**config.mk**
```make
export PLATFORM = sky130hd
export DESIGN_NAME = dual_bank_steer
export DESIGN_NICKNAME = d
export VERILOG_FILES = /design/src/rtl/dbs_pkg.sv /design/src/rtl/dbs_ctrl.sv /design/src/rtl/dbs_steer.sv /design/src/rtl/dbs_rcap.sv /design/src/rtl/dual_bank_steer.sv
export SDC_FILE = /design/constraint.sdc
export NUM_CORES = 1
export LEC_CHECK = 0
export ABC_CLOCK_PERIOD_IN_PS = 2270
export CAP_MARGIN = 40
export CORE_UTILIZATION = 30
export CTS_CLUSTER_DIAMETER = 150
export DETAILED_ROUTE_END_ITERATION = 10
export PLACE_DENSITY = 0.72
export SYNTH_ARGS = -nofsm -noshare
export SYNTH_HDL_FRONTEND = slang
export SYNTH_SLANG_ARGS = --single-unit
```
**constraint.sdc**
```tcl
create_clock -name clk -period 2.27 [get_ports clk]
set_clock_uncertainty 0.2 [all_clocks]
set_input_delay 0.5675 -clock clk [delete_from_list [all_inputs] [get_ports clk]]
set_output_delay 0.5675 -clock clk [all_outputs]
set_load 0.1 [all_outputs]
```
**src/rtl/dbs_pkg.sv**
```systemverilog
package dbs_pkg;
  localparam int LANE_W = 8;
  localparam int BUS_W  = 2 * LANE_W;

  typedef enum logic [1:0] {
    ST_IDLE = 2'd0,
    ST_BUS1 = 2'd1,
    ST_BUS2 = 2'd2,
    ST_FIN  = 2'd3
  } dbs_state_e;
endpackage

```
**src/rtl/dbs_ctrl.sv**
```systemverilog
module dbs_ctrl
  import dbs_pkg::*;
#(
  parameter int AW = 20
) (
  input  logic              clk,
  input  logic              rst_n,
  input  logic              cpu_req,
  input  logic              cpu_we,
  input  logic              cpu_word,
  input  logic [AW-1:0]     cpu_addr,
  input  logic [BUS_W-1:0]  cpu_wdata,
  input  logic              mem_ready,
  output dbs_state_e        state_q,
  output logic              we_q,
  output logic              word_q,
  output logic [AW-1:0]     addr_q,
  output logic [BUS_W-1:0]  wdata_q,
  output logic              done
);
  dbs_state_e state_d;
  logic       accept;
  logic       split;

  assign accept = (state_q == ST_IDLE) && cpu_req;
  assign split  = word_q && addr_q[0];

  always_comb begin
    state_d = state_q;
    case (state_q)
      ST_IDLE: if (accept)    state_d = ST_BUS1;
      ST_BUS1: if (mem_ready) state_d = split ? ST_BUS2 : ST_FIN;
      ST_BUS2: if (mem_ready) state_d = ST_FIN;
      default:                state_d = ST_IDLE;
    endcase
  end

  always_ff @(posedge clk or negedge rst_n) begin
    if (!rst_n) state_q <= ST_IDLE;
    else        state_q <= state_d;
  end

  always_ff @(posedge clk or negedge rst_n) begin
    if (!rst_n) begin
      we_q    <= 1'b0;
      word_q  <= 1'b0;
      addr_q  <= '0;
      wdata_q <= '0;
    end else if (accept) begin
      we_q    <= cpu_we;
      word_q  <= cpu_word;
      addr_q  <= cpu_addr;
      wdata_q <= cpu_wdata;
    end
  end

  assign done = (state_q == ST_FIN);

  a_r9_req_locked: assert property (@(posedge clk) disable iff (!rst_n)
    (state_q != ST_IDLE) |=> ($stable(addr_q) && $stable(word_q) && $stable(we_q) && $stable(wdata_q)));

  a_r8_done_after_ready: assert property (@(posedge clk) disable iff (!rst_n)
    $rose(done) |-> $past(mem_ready));

  a_r8_done_single: assert property (@(posedge clk) disable iff (!rst_n)
    done |=> !done);
endmodule

```
**src/rtl/dbs_steer.sv**
```systemverilog
module dbs_steer
  import dbs_pkg::*;
#(
  parameter int AW = 20
) (
  input  logic              clk,
  input  logic              rst_n,
  input  dbs_state_e        state_q,
  input  logic              we_q,
  input  logic              word_q,
  input  logic [AW-1:0]     addr_q,
  input  logic [BUS_W-1:0]  wdata_q,
  input  logic              mem_ready,
  output logic              mem_req,
  output logic              mem_we,
  output logic [AW-1:1]     mem_addr_hi,
  output logic              mem_a0,
  output logic              mem_bhe_n,
  output logic [BUS_W-1:0]  mem_wdata
);
  logic              second;
  logic              aligned_word;
  logic [LANE_W-1:0] lane_byte;

  assign second       = (state_q == ST_BUS2);
  assign aligned_word = word_q && !addr_q[0];

  always_comb begin
    mem_req     = (state_q == ST_BUS1) || second;
    mem_we      = we_q && mem_req;
    mem_addr_hi = second ? addr_q[AW-1:1] + 1'b1 : addr_q[AW-1:1];
    mem_a0      = second ? 1'b0 : addr_q[0];
    mem_bhe_n   = second ? 1'b1 : (word_q ? 1'b0 : !addr_q[0]);
    lane_byte   = second ? wdata_q[BUS_W-1:LANE_W] : wdata_q[LANE_W-1:0];
    mem_wdata   = aligned_word ? wdata_q : {lane_byte, lane_byte};
  end

  a_r1_bank_enabled: assert property (@(posedge clk) disable iff (!rst_n)
    mem_req |-> !(mem_a0 && mem_bhe_n));

  a_r3_aligned_both: assert property (@(posedge clk) disable iff (!rst_n)
    (mem_req && aligned_word) |-> (!mem_a0 && !mem_bhe_n));

  a_r10_hold_until_ready: assert property (@(posedge clk) disable iff (!rst_n)
    (mem_req && !mem_ready) |=> (mem_req && $stable(mem_addr_hi) && $stable(mem_a0)
                                 && $stable(mem_bhe_n) && $stable(mem_wdata) && $stable(mem_we)));
endmodule

```
**src/rtl/dbs_rcap.sv**
```systemverilog
module dbs_rcap
  import dbs_pkg::*;
(
  input  logic              clk,
  input  logic              rst_n,
  input  dbs_state_e        state_q,
  input  logic              we_q,
  input  logic              word_q,
  input  logic              a0_q,
  input  logic              mem_ready,
  input  logic [BUS_W-1:0]  mem_rdata,
  output logic [BUS_W-1:0]  cpu_rdata
);
  logic [BUS_W-1:0]  rdata_d;
  logic              cap_en;
  logic [LANE_W-1:0] lo_lane;
  logic [LANE_W-1:0] hi_lane;

  assign lo_lane = mem_rdata[LANE_W-1:0];
  assign hi_lane = mem_rdata[BUS_W-1:LANE_W];
  assign cap_en  = mem_ready && !we_q && ((state_q == ST_BUS1) || (state_q == ST_BUS2));

  always_comb begin
    rdata_d = cpu_rdata;
    if (state_q == ST_BUS2)   rdata_d = {lo_lane, cpu_rdata[LANE_W-1:0]};
    else if (!word_q)         rdata_d = {{LANE_W{1'b0}}, (a0_q ? hi_lane : lo_lane)};
    else if (a0_q)            rdata_d = {{LANE_W{1'b0}}, hi_lane};
    else                      rdata_d = mem_rdata;
  end

  always_ff @(posedge clk or negedge rst_n) begin
    if (!rst_n)      cpu_rdata <= '0;
    else if (cap_en) cpu_rdata <= rdata_d;
  end

  a_r8_rdata_hold: assert property (@(posedge clk) disable iff (!rst_n)
    (state_q == ST_FIN) |=> $stable(cpu_rdata));
endmodule

```
**src/rtl/dual_bank_steer.sv**
```systemverilog
module dual_bank_steer
  import dbs_pkg::*;
#(
  parameter int AW = 20
) (
  input  logic              clk,
  input  logic              rst_n,
  input  logic              cpu_req,
  input  logic              cpu_we,
  input  logic              cpu_word,
  input  logic [AW-1:0]     cpu_addr,
  input  logic [15:0]       cpu_wdata,
  output logic [15:0]       cpu_rdata,
  output logic              cpu_done,
  output logic              mem_req,
  output logic              mem_we,
  output logic [AW-1:1]     mem_addr_hi,
  output logic              mem_a0,
  output logic              mem_bhe_n,
  output logic [15:0]       mem_wdata,
  input  logic [15:0]       mem_rdata,
  input  logic              mem_ready
);
  dbs_state_e       state_q;
  logic             we_q;
  logic             word_q;
  logic [AW-1:0]    addr_q;
  logic [BUS_W-1:0] wdata_q;

  dbs_ctrl #(.AW(AW)) u_ctrl (
    .clk(clk), .rst_n(rst_n), .cpu_req(cpu_req), .cpu_we(cpu_we),
    .cpu_word(cpu_word), .cpu_addr(cpu_addr), .cpu_wdata(cpu_wdata),
    .mem_ready(mem_ready), .state_q(state_q), .we_q(we_q), .word_q(word_q),
    .addr_q(addr_q), .wdata_q(wdata_q), .done(cpu_done)
  );

  dbs_steer #(.AW(AW)) u_steer (
    .clk(clk), .rst_n(rst_n), .state_q(state_q), .we_q(we_q), .word_q(word_q),
    .addr_q(addr_q), .wdata_q(wdata_q), .mem_ready(mem_ready), .mem_req(mem_req),
    .mem_we(mem_we), .mem_addr_hi(mem_addr_hi), .mem_a0(mem_a0),
    .mem_bhe_n(mem_bhe_n), .mem_wdata(mem_wdata)
  );

  dbs_rcap u_rcap (
    .clk(clk), .rst_n(rst_n), .state_q(state_q), .we_q(we_q), .word_q(word_q),
    .a0_q(addr_q[0]), .mem_ready(mem_ready), .mem_rdata(mem_rdata),
    .cpu_rdata(cpu_rdata)
  );

  a_r11_idle_after_reset: assert property (@(posedge clk) disable iff (!rst_n)
    $rose(rst_n) |-> (!mem_req && !cpu_done));
endmodule

```
Yosys cells after proc, flatten, opt, wreduce, memory -nomap -nowiden
Cells that the tools add are included.

$add $sub $neg: 1. Equality and inequality tests: 6. Mux-type cells: 15. Bitwise operators: 1. Reductions and logical operators: 12.

Operators by type and width (count): $mux W16 (4); $add A19 B1 Y19 const B (1); $mux W19 (1); $mux W8 (2); $logic_and A1 B1 Y1 (6); $mux W2 (3); $pmux W2 S3 (1); $eq A2 B2 Y1 const B (2); $mux W1 (4); $ne A2 B2 Y1 const B (2); $reduce_and A3 Y1 (1); $eq A2 B1 Y1 const B (1); $logic_not A1 Y1 (2); $logic_not A2 Y1 (1); $ne A2 B1 Y1 const B (1); $reduce_and A2 Y1 (1); $logic_or A1 B1 Y1 (1); $not A1 Y1 (1).

Bits in registers: 56. Output and inout port bits: 56. Logic and storage cells: 42.

Depth between registers and ports, before layout
Gate-level depths: netlist of run 1.

Depth after elaboration: 4. Mapped depth: 7.

Modules after synthesis
From an unflattened synthesis of run 1, not the netlist that was laid out.

Cell total of the unflattened synthesis: 246. Area, all modules: 3056.7 um^2.

Modules (own cells, without submodules): dbs_ctrl (instances 1, cells each 97, area each 1657.8 um^2); dbs_rcap (instances 1, cells each 73, area each 785.8 um^2); dbs_steer (instances 1, cells each 76, area each 613.1 um^2).

Worst setup path after synthesis of run 1
Ideal clock, no wire load.

Kind: register to output. From: reg u_ctrl.state_q[0]. To: out mem_addr_hi[19] (netlist name). Data arrival time: 2.875 ns. Setup slack: -1.372 ns. Cell stages (with the launch flop): 8. Cells stage by stage: dfrtp_1 -> inv_1 -> ha_1 -> buf_2 -> nand2_1 -> nor4_4 -> nand4_1 -> xnor2_1.

Longest elaborated chain between the ends: 2.

RTL lines: start: declaration (line dbs_ctrl.sv:14) `output dbs_state_e state_q,`; start signal: assignment (line dbs_ctrl.sv:40) `else state_q <= state_d;`; $eq A2 B2 Y1 (line dbs_steer.sv:25) `assign second = (state_q == ST_BUS2);`; $mux W19 (line dbs_steer.sv:31) `mem_addr_hi = second ? addr_q[AW-1:1] + 1'b1 : addr_q[AW-1:1];`; end: declaration (line dual_bank_steer.sv:17) `output logic [AW-1:1] mem_addr_hi,`.

No other way between the ends.

Worst setup path after layout of run 1
From: reg u_ctrl.state_q[0]. To: out mem_addr_hi[12] (netlist name).

Same word-level chain as after synthesis.

==> flow_summary.json, run 1 <==
{
  "outcome": "finished, violations left",
  "violations": "setup timing",
  "track_usage_pct": 17.35,
  "critPathKind": "flop to output port",
  "finalHoldViolations": 0,
  "n_antenna_cell": 0,
  "ff2ff_path_depth": 9,
  "num_vias": 2508,
  "worstMarginPinSlew_ns": 0.4477,
  "grt_pass1_vias": 2692,
  "yosysWarnings": 0,
  "synth_largest_area_cell": "dfrtp_1",
  "synth_cell_types": 33,
  "postLayoutCoreUtil_pct": 63.50,
  "routed_wl_mm": 8.426,
  "drive_gt1_share_pct": 51.31,
  "fmax_ghz": 0.3690,
  "drc": 0,
  "path_cells": "inv_2 -> ha_4 -> buf_4 -> buf_6 -> and3_4 -> nand4_1 -> xnor2_4 -> buf_12",
  "syn2layout_area_growth_pct": 103.5,
  "slew_violations": 0,
  "syn-cell-area_sq_um": 2897,
  "gp_congestion": 0.7484,
  "drt_iter0_markers": 51,
  "cap_violations": 0,
  "tritoncts": "built",
  "syn-num-nets": 313,
  "cts_sinks": 56,
  "cts_max_level": 2,
  "ant_nets": 0,
  "dr.pass1.iters": 6,
  "root_buffer": "clkbuf_8",
  "io_buffers": 113,
  "rows": 35,
  "cts_buffers": 5,
  "cp.required_ns": 1.50,
  "num_io_pins": 114,
  "rsz0062_at_grt": "true",
  "finalWorstSetupSlack_ns": -0.4403,
  "cpMaxStageDelayCell": "dfrtp_1",
  "setup_viol": 37,
  "start_util_pct": 31.20,
  "die_area_sq_um": 10050,
  "die_h_um": 100.3,
  "fill_cells": 717,
  "seq_area_frac_synth_pct": 48.38,
  "clkTransAtPathRegs_ns": 0.10,
  "dieWidth_um": 100.3,
  "clockBufferDepth": 2,
  "grt_max_degree": 40,
  "grt_first_pass_wirelength_mm": 13.54,
  "netlist_top_cells_area": "dfrtp_1 48%, mux2_1 14%, mux2_2 7.4%",
  "stdcell_count": 548,
  "relSlewSlack_pct": 70.15,
  "critPathCaptureType": "output port",
  "whs_path_depth": 2,
  "min_period_ns": 2.710,
  "synth_cells": 249,
  "dp.cells": 519,
  "synth_top_area_share_pct": 48.38,
  "path_max_fanout": 4,
  "overflow": 0,
  "cpPeakStageDelay_ns": 0.40,
  "via_per_inst": 4.577,
  "num-nets-final": 482,
  "critical_path.startpoint_type": "flop",
  "post-place-ws_ns": -0.2171,
  "wl_per_cell_um": 15.38,
  "synth_seq_cells": 56,
  "coreArea_sq_um": 9284,
  "hold_class": "flop to flop",
  "avgSynthCellArea_sq_um": 11.63,
  "clock_latency_ns": 0.30,
  "antenna_found_initial": 0,
  "worstPathArrival_ns": 1.94,
  "dp_hpwl_mm": 6.282,
  "hold_slack_ns": 0.3030,
  "finalCritPeriodShare_pct": 119.4
}
==> through the flow <==
| stage | setup TNS (ns) | area (sq um) |
|---|---|---|
| after global placement | -0.4677 | 5454 |
| after floorplan | -7.111 | 3401 |
| after CTS | -11.99 | 5802 |
| after detailed placement | -1.050 | 5454 |
| final | -11.68 | 5896 |
| after global routing | -15.20 | 5896 |
==> synth_stat cells <==
master	number
a211oi_1	1
a21oi_1	8
a21oi_2	1
a22oi_1	8
and2_1	1
and3_1	4
buf_2	7
buf_4	2
clkbuf_1	1
dfrtp_1	56
ha_1	6
inv_1	3
inv_2	1
mux2_1	37
mux2_2	19
mux2i_1	8
nand2_1	22
nand2b_1	1
nand3_1	7
nand3b_1	1
nand4_1	5
nand4_2	1
nor2_1	16
nor2_2	1
nor3_1	1
nor4_1	1
nor4_4	1
o21ai_1	8
o21bai_1	1
o22ai_1	1
o31ai_1	1
xnor2_1	13
xor2_1	5
==> final cells by class <==
class | count | area, sq um | share of cell area (%)
inverters | 4 | 15.01 | 0.2547
clock buffers | 8 | 90.09 | 1.528
repair buffers | 172 | 2167 | 36.76
multi-input cells | 179 | 2053 | 34.83
well taps | 129 | 161.4 | 2.738
flip-flops and latches | 56 | 1409 | 23.90
==> worst max-delay path: cells and delay by family, from the launching register on <==
kind                     cells  cell delay, ns
buffers and inverters        4            0.47
flip-flops                   1            0.40
AND/OR/NAND/NOR              2            0.39
XOR/XNOR                     1            0.21
adder cells (fa/ha/maj)      1            0.16
==> layout by cell type, fill, tap and decap left out, drive strengths merged, types with 7 or more instances in the layout <==
cell	Yosys	final
buf	9	115
clkdlybuf4s50	0	56
dfrtp	56	56
mux2	56	56
nand2	22	22
nor2	17	17
xnor2	13	13
a21oi	9	9
mux2i	8	8
a22oi	8	8
o21ai	8	8
clkbuf	1	8
nand3	7	7
==> final timing paths <==
| kind | from | slack, ns | endpoint |
|---|---|---|---|
| worst max-delay path | u_ctrl.state_q[0]$_DFFE_PN0P_ | -0.44 | mem_addr_hi[12] |
| worst min-delay path | u_rcap.cpu_rdata[12]$_DFFE_PN0P_ | 0.30 | u_rcap.cpu_rdata[12]$_DFFE_PN0P_ |
| worst max register to register | u_ctrl.state_q[1]$_DFFE_PN0P_ | 0.31 | u_rcap.cpu_rdata[7]$_DFFE_PN0P_ |
| worst min register to register | u_rcap.cpu_rdata[12]$_DFFE_PN0P_ | 0.30 | u_rcap.cpu_rdata[12]$_DFFE_PN0P_ |
| max in group asynchronous | rst_n | 0.73 | u_ctrl.addr_q[10]$_DFFE_PN0P_ |
| min in group asynchronous | rst_n | 0.58 | u_rcap.cpu_rdata[12]$_DFFE_PN0P_ |
==> timing repair <==
item                       in CTS  in global routing
hold endpoints to repair       17                  0
setup endpoints to repair      38                 39
setup buffers                  13                 10
hold buffers                    1                  0
pin swaps                      21                  7
gates resized for setup        31                  9
==> cell families (layout without fill, tap and decap cells) <==
group           count (synthesis)  after routing  share of synthesized area, %
compound gates                 29             29                         6.135
xor+xnor                       18             18                         5.443
buf+inv                        14            184                         2.375
fa+ha+maj                       6              6                         2.592
flops                          56             56                         48.38
simple gates                   62             62                         10.54
mux                            64             64                         24.54
==> state kept, by name, summed over array words and instances (netlist names) <==
signal	count
u_ctrl.word_q	1
u_ctrl.we_q	1
u_ctrl.wdata_q	16
u_rcap.cpu_rdata	16
u_ctrl.state_q	2
u_ctrl.addr_q	20
==> routing by layer <==
layer | GRT usage (%) | part of all wire (%) | up-vias
met1 | 20.62 | 40 | 1230
met4 | 3.010 | 0.53 | 0
met5 | 0 | 0 | -
met3 | 3.412 | 4.0 | 5
met2 | 32.56 | 55 | 59
li1 | - | - | 1214
Power of run 1 is left out: the tool's default activity adds up to more than one toggle a clock period on the data nets, which glitch-free logic cannot reach.
==> inputs of run 2 (changes only) <==
Settings changed: SETUP_SLACK_MARGIN set to 0.02.
==> flow_summary.json, run 2 (synthesis gave the netlist of run 1 again) <==
{
  "root_buffer": "clkbuf_8",
  "outcome": "finished, violations left",
  "num-nets-final": 484,
  "critical_path.startpoint_type": "flop",
  "start_util_pct": 31.20,
  "critPathKind": "flop to output port",
  "postLayoutCoreUtil_pct": 63.80,
  "whs_path_depth": 2,
  "ff2ff_path_depth": 11,
  "dp_hpwl_mm": 6.282,
  "worstHoldStart": "u_rcap.cpu_rdata[12]$_DFFE_PN0P_",
  "finalCritPeriodShare_pct": 119.5,
  "num_io_pins": 114,
  "post-place-ws_ns": -0.2171,
  "worstMarginPinSlew_ns": 0.4488,
  "wl_per_cell_um": 15.35,
  "finalWorstSetupSlack_ns": -0.4419,
  "grt_first_pass_wirelength_mm": 13.56,
  "coreArea_sq_um": 9284,
  "final_common_cell": "buf_12",
  "cap_violations": 0,
  "routed_wl_mm": 8.444,
  "via_per_inst": 4.605,
  "path_cells": "inv_2 -> ha_4 -> buf_4 -> buf_6 -> and3_4 -> nand4_1 -> xnor2_4 -> buf_12",
  "hold_end": "u_rcap.cpu_rdata[12]$_DFFE_PN0P_",
  "layout_common_cells": "57 x buf_12, 56 x clkdlybuf4s50_1, 51 x buf_4",
  "slew_violations": 0,
  "gp_congestion": 0.7484,
  "path_max_fanout": 4,
  "hold_class": "flop to flop",
  "worstPathArrival_ns": 1.94,
  "overflow": 0,
  "cts_sinks": 56,
  "min_period_ns": 2.712,
  "drc": 0,
  "rrSetupSlack_ns": 0.17,
  "relSlewSlack_pct": 70.08,
  "tritoncts": "built",
  "clockBufferDepth": 2,
  "violations": "setup timing",
  "rsz0062_at_grt": "true",
  "rows": 35,
  "drt_iter0_markers": 55,
  "final_cell_area_sq_um": 5923,
  "critPathCaptureType": "output port",
  "dr.pass1.iters": 6,
  "antenna_found_initial": 0,
  "largest_reg_flops": 20,
  "finalHoldViolations": 0,
  "cpMaxStageDelayCell": "dfrtp_1",
  "n_antenna_cell": 0,
  "r2r_start": "u_ctrl.state_q[1]$_DFFE_PN0P_",
  "largest_registers": "u_ctrl.addr_q (20), u_ctrl.wdata_q (16), u_rcap.cpu_rdata (16)",
  "cpPeakStageDelay_ns": 0.40,
  "fmax_ghz": 0.3688,
  "clock_latency_ns": 0.30,
  "grt_pass1_vias": 2697,
  "placedInstanceArea_sq_um": 5454,
  "io_buffers": 113,
  "die_h_um": 100.3,
  "syn2layout_area_growth_pct": 104.5,
  "r2r_end": "u_rcap.cpu_rdata[7]$_DFFE_PN0P_",
  "setup_tns_ns": -12.03,
  "drive_gt1_share_pct": 51.78,
  "top_register": "u_ctrl.addr_q",
  "die_area_sq_um": 10050,
  "dieWidth_um": 100.3,
  "grt_max_degree": 40,
  "clkTransAtPathRegs_ns": 0.10,
  "track_usage_pct": 17.36,
  "num_vias": 2533,
  "cts_max_level": 2,
  "setup_viol": 39,
  "cts_buffers": 5,
  "ant_nets": 0,
  "cp.required_ns": 1.50
}
## run 2: layout make-up
type	instances	area (sq um)
fillers	712	3361
repair buffers	174	2190
multi-input cells	179	2056
flip-flops and latches	56	1409
well taps	129	161.4
clock buffers	8	90.09
inverters	4	17.52
## run 2: critical path: cells and delay by family, from the launching register on
family                   cells  cell delay [ns]
buffers and inverters        4             0.47
XOR/XNOR                     1             0.21
adder cells (fa/ha/maj)      1             0.16
AND/OR/NAND/NOR              2             0.39
flip-flops                   1             0.40
## run 2: what timing repair did
action | 4_1_cts | 5_1_grt
pin swaps | 21 | 7
setup buffers | 14 | 11
hold buffers | 1 | 0
resized for setup | 33 | 11
gates cloned | 0 | 0
endpoints found under the setup margin | 39 | 39
endpoints found under the hold margin | 17 | 0
## run 2: worst max-delay path by stage
stage / startpoint / to / slack (ns)
6_report: u_ctrl.state_q[0]$_DFFE_PN0P_ / mem_addr_hi[12] / -0.44
5_1_grt: u_ctrl.state_q[0]$_DFFE_PN0P_ / mem_addr_hi[19] / -0.59
3_3_place_gp: u_ctrl.addr_q[5]$_DFFE_PN0P_ / mem_addr_hi[19] / -0.14
3_5_place_dp: u_ctrl.addr_q[5]$_DFFE_PN0P_ / mem_addr_hi[19] / -0.22
4_1_cts: u_ctrl.state_q[0]$_DFFE_PN0P_ / mem_addr_hi[19] / -0.47
2_1_floorplan: u_ctrl.state_q[0]$_DFFE_PN0P_ / mem_addr_hi[7] / -0.42
## run 2: metal layers
metal	up-vias	share of wire, %	wire [um]	GRT usage (%)
met3	5	4.1	349	3.412
li1	1219	-	-	-
met5	-	0	0	0
met1	1243	40	3385	20.62
met2	66	55	4664	32.61
met4	0	0.53	45	3.010
## run 2: through the flow
stage | hold WS [ns] | instances
2_1_floorplan | 0.07191 | 249
3_3_place_gp | 0.2766 | 519
3_5_place_dp | 0.2841 | 519
4_1_cts | 0.3067 | 541
5_1_grt | 0.3401 | 550
6_report | 0.3027 | 550
Power of run 2 is left out for the same reason.
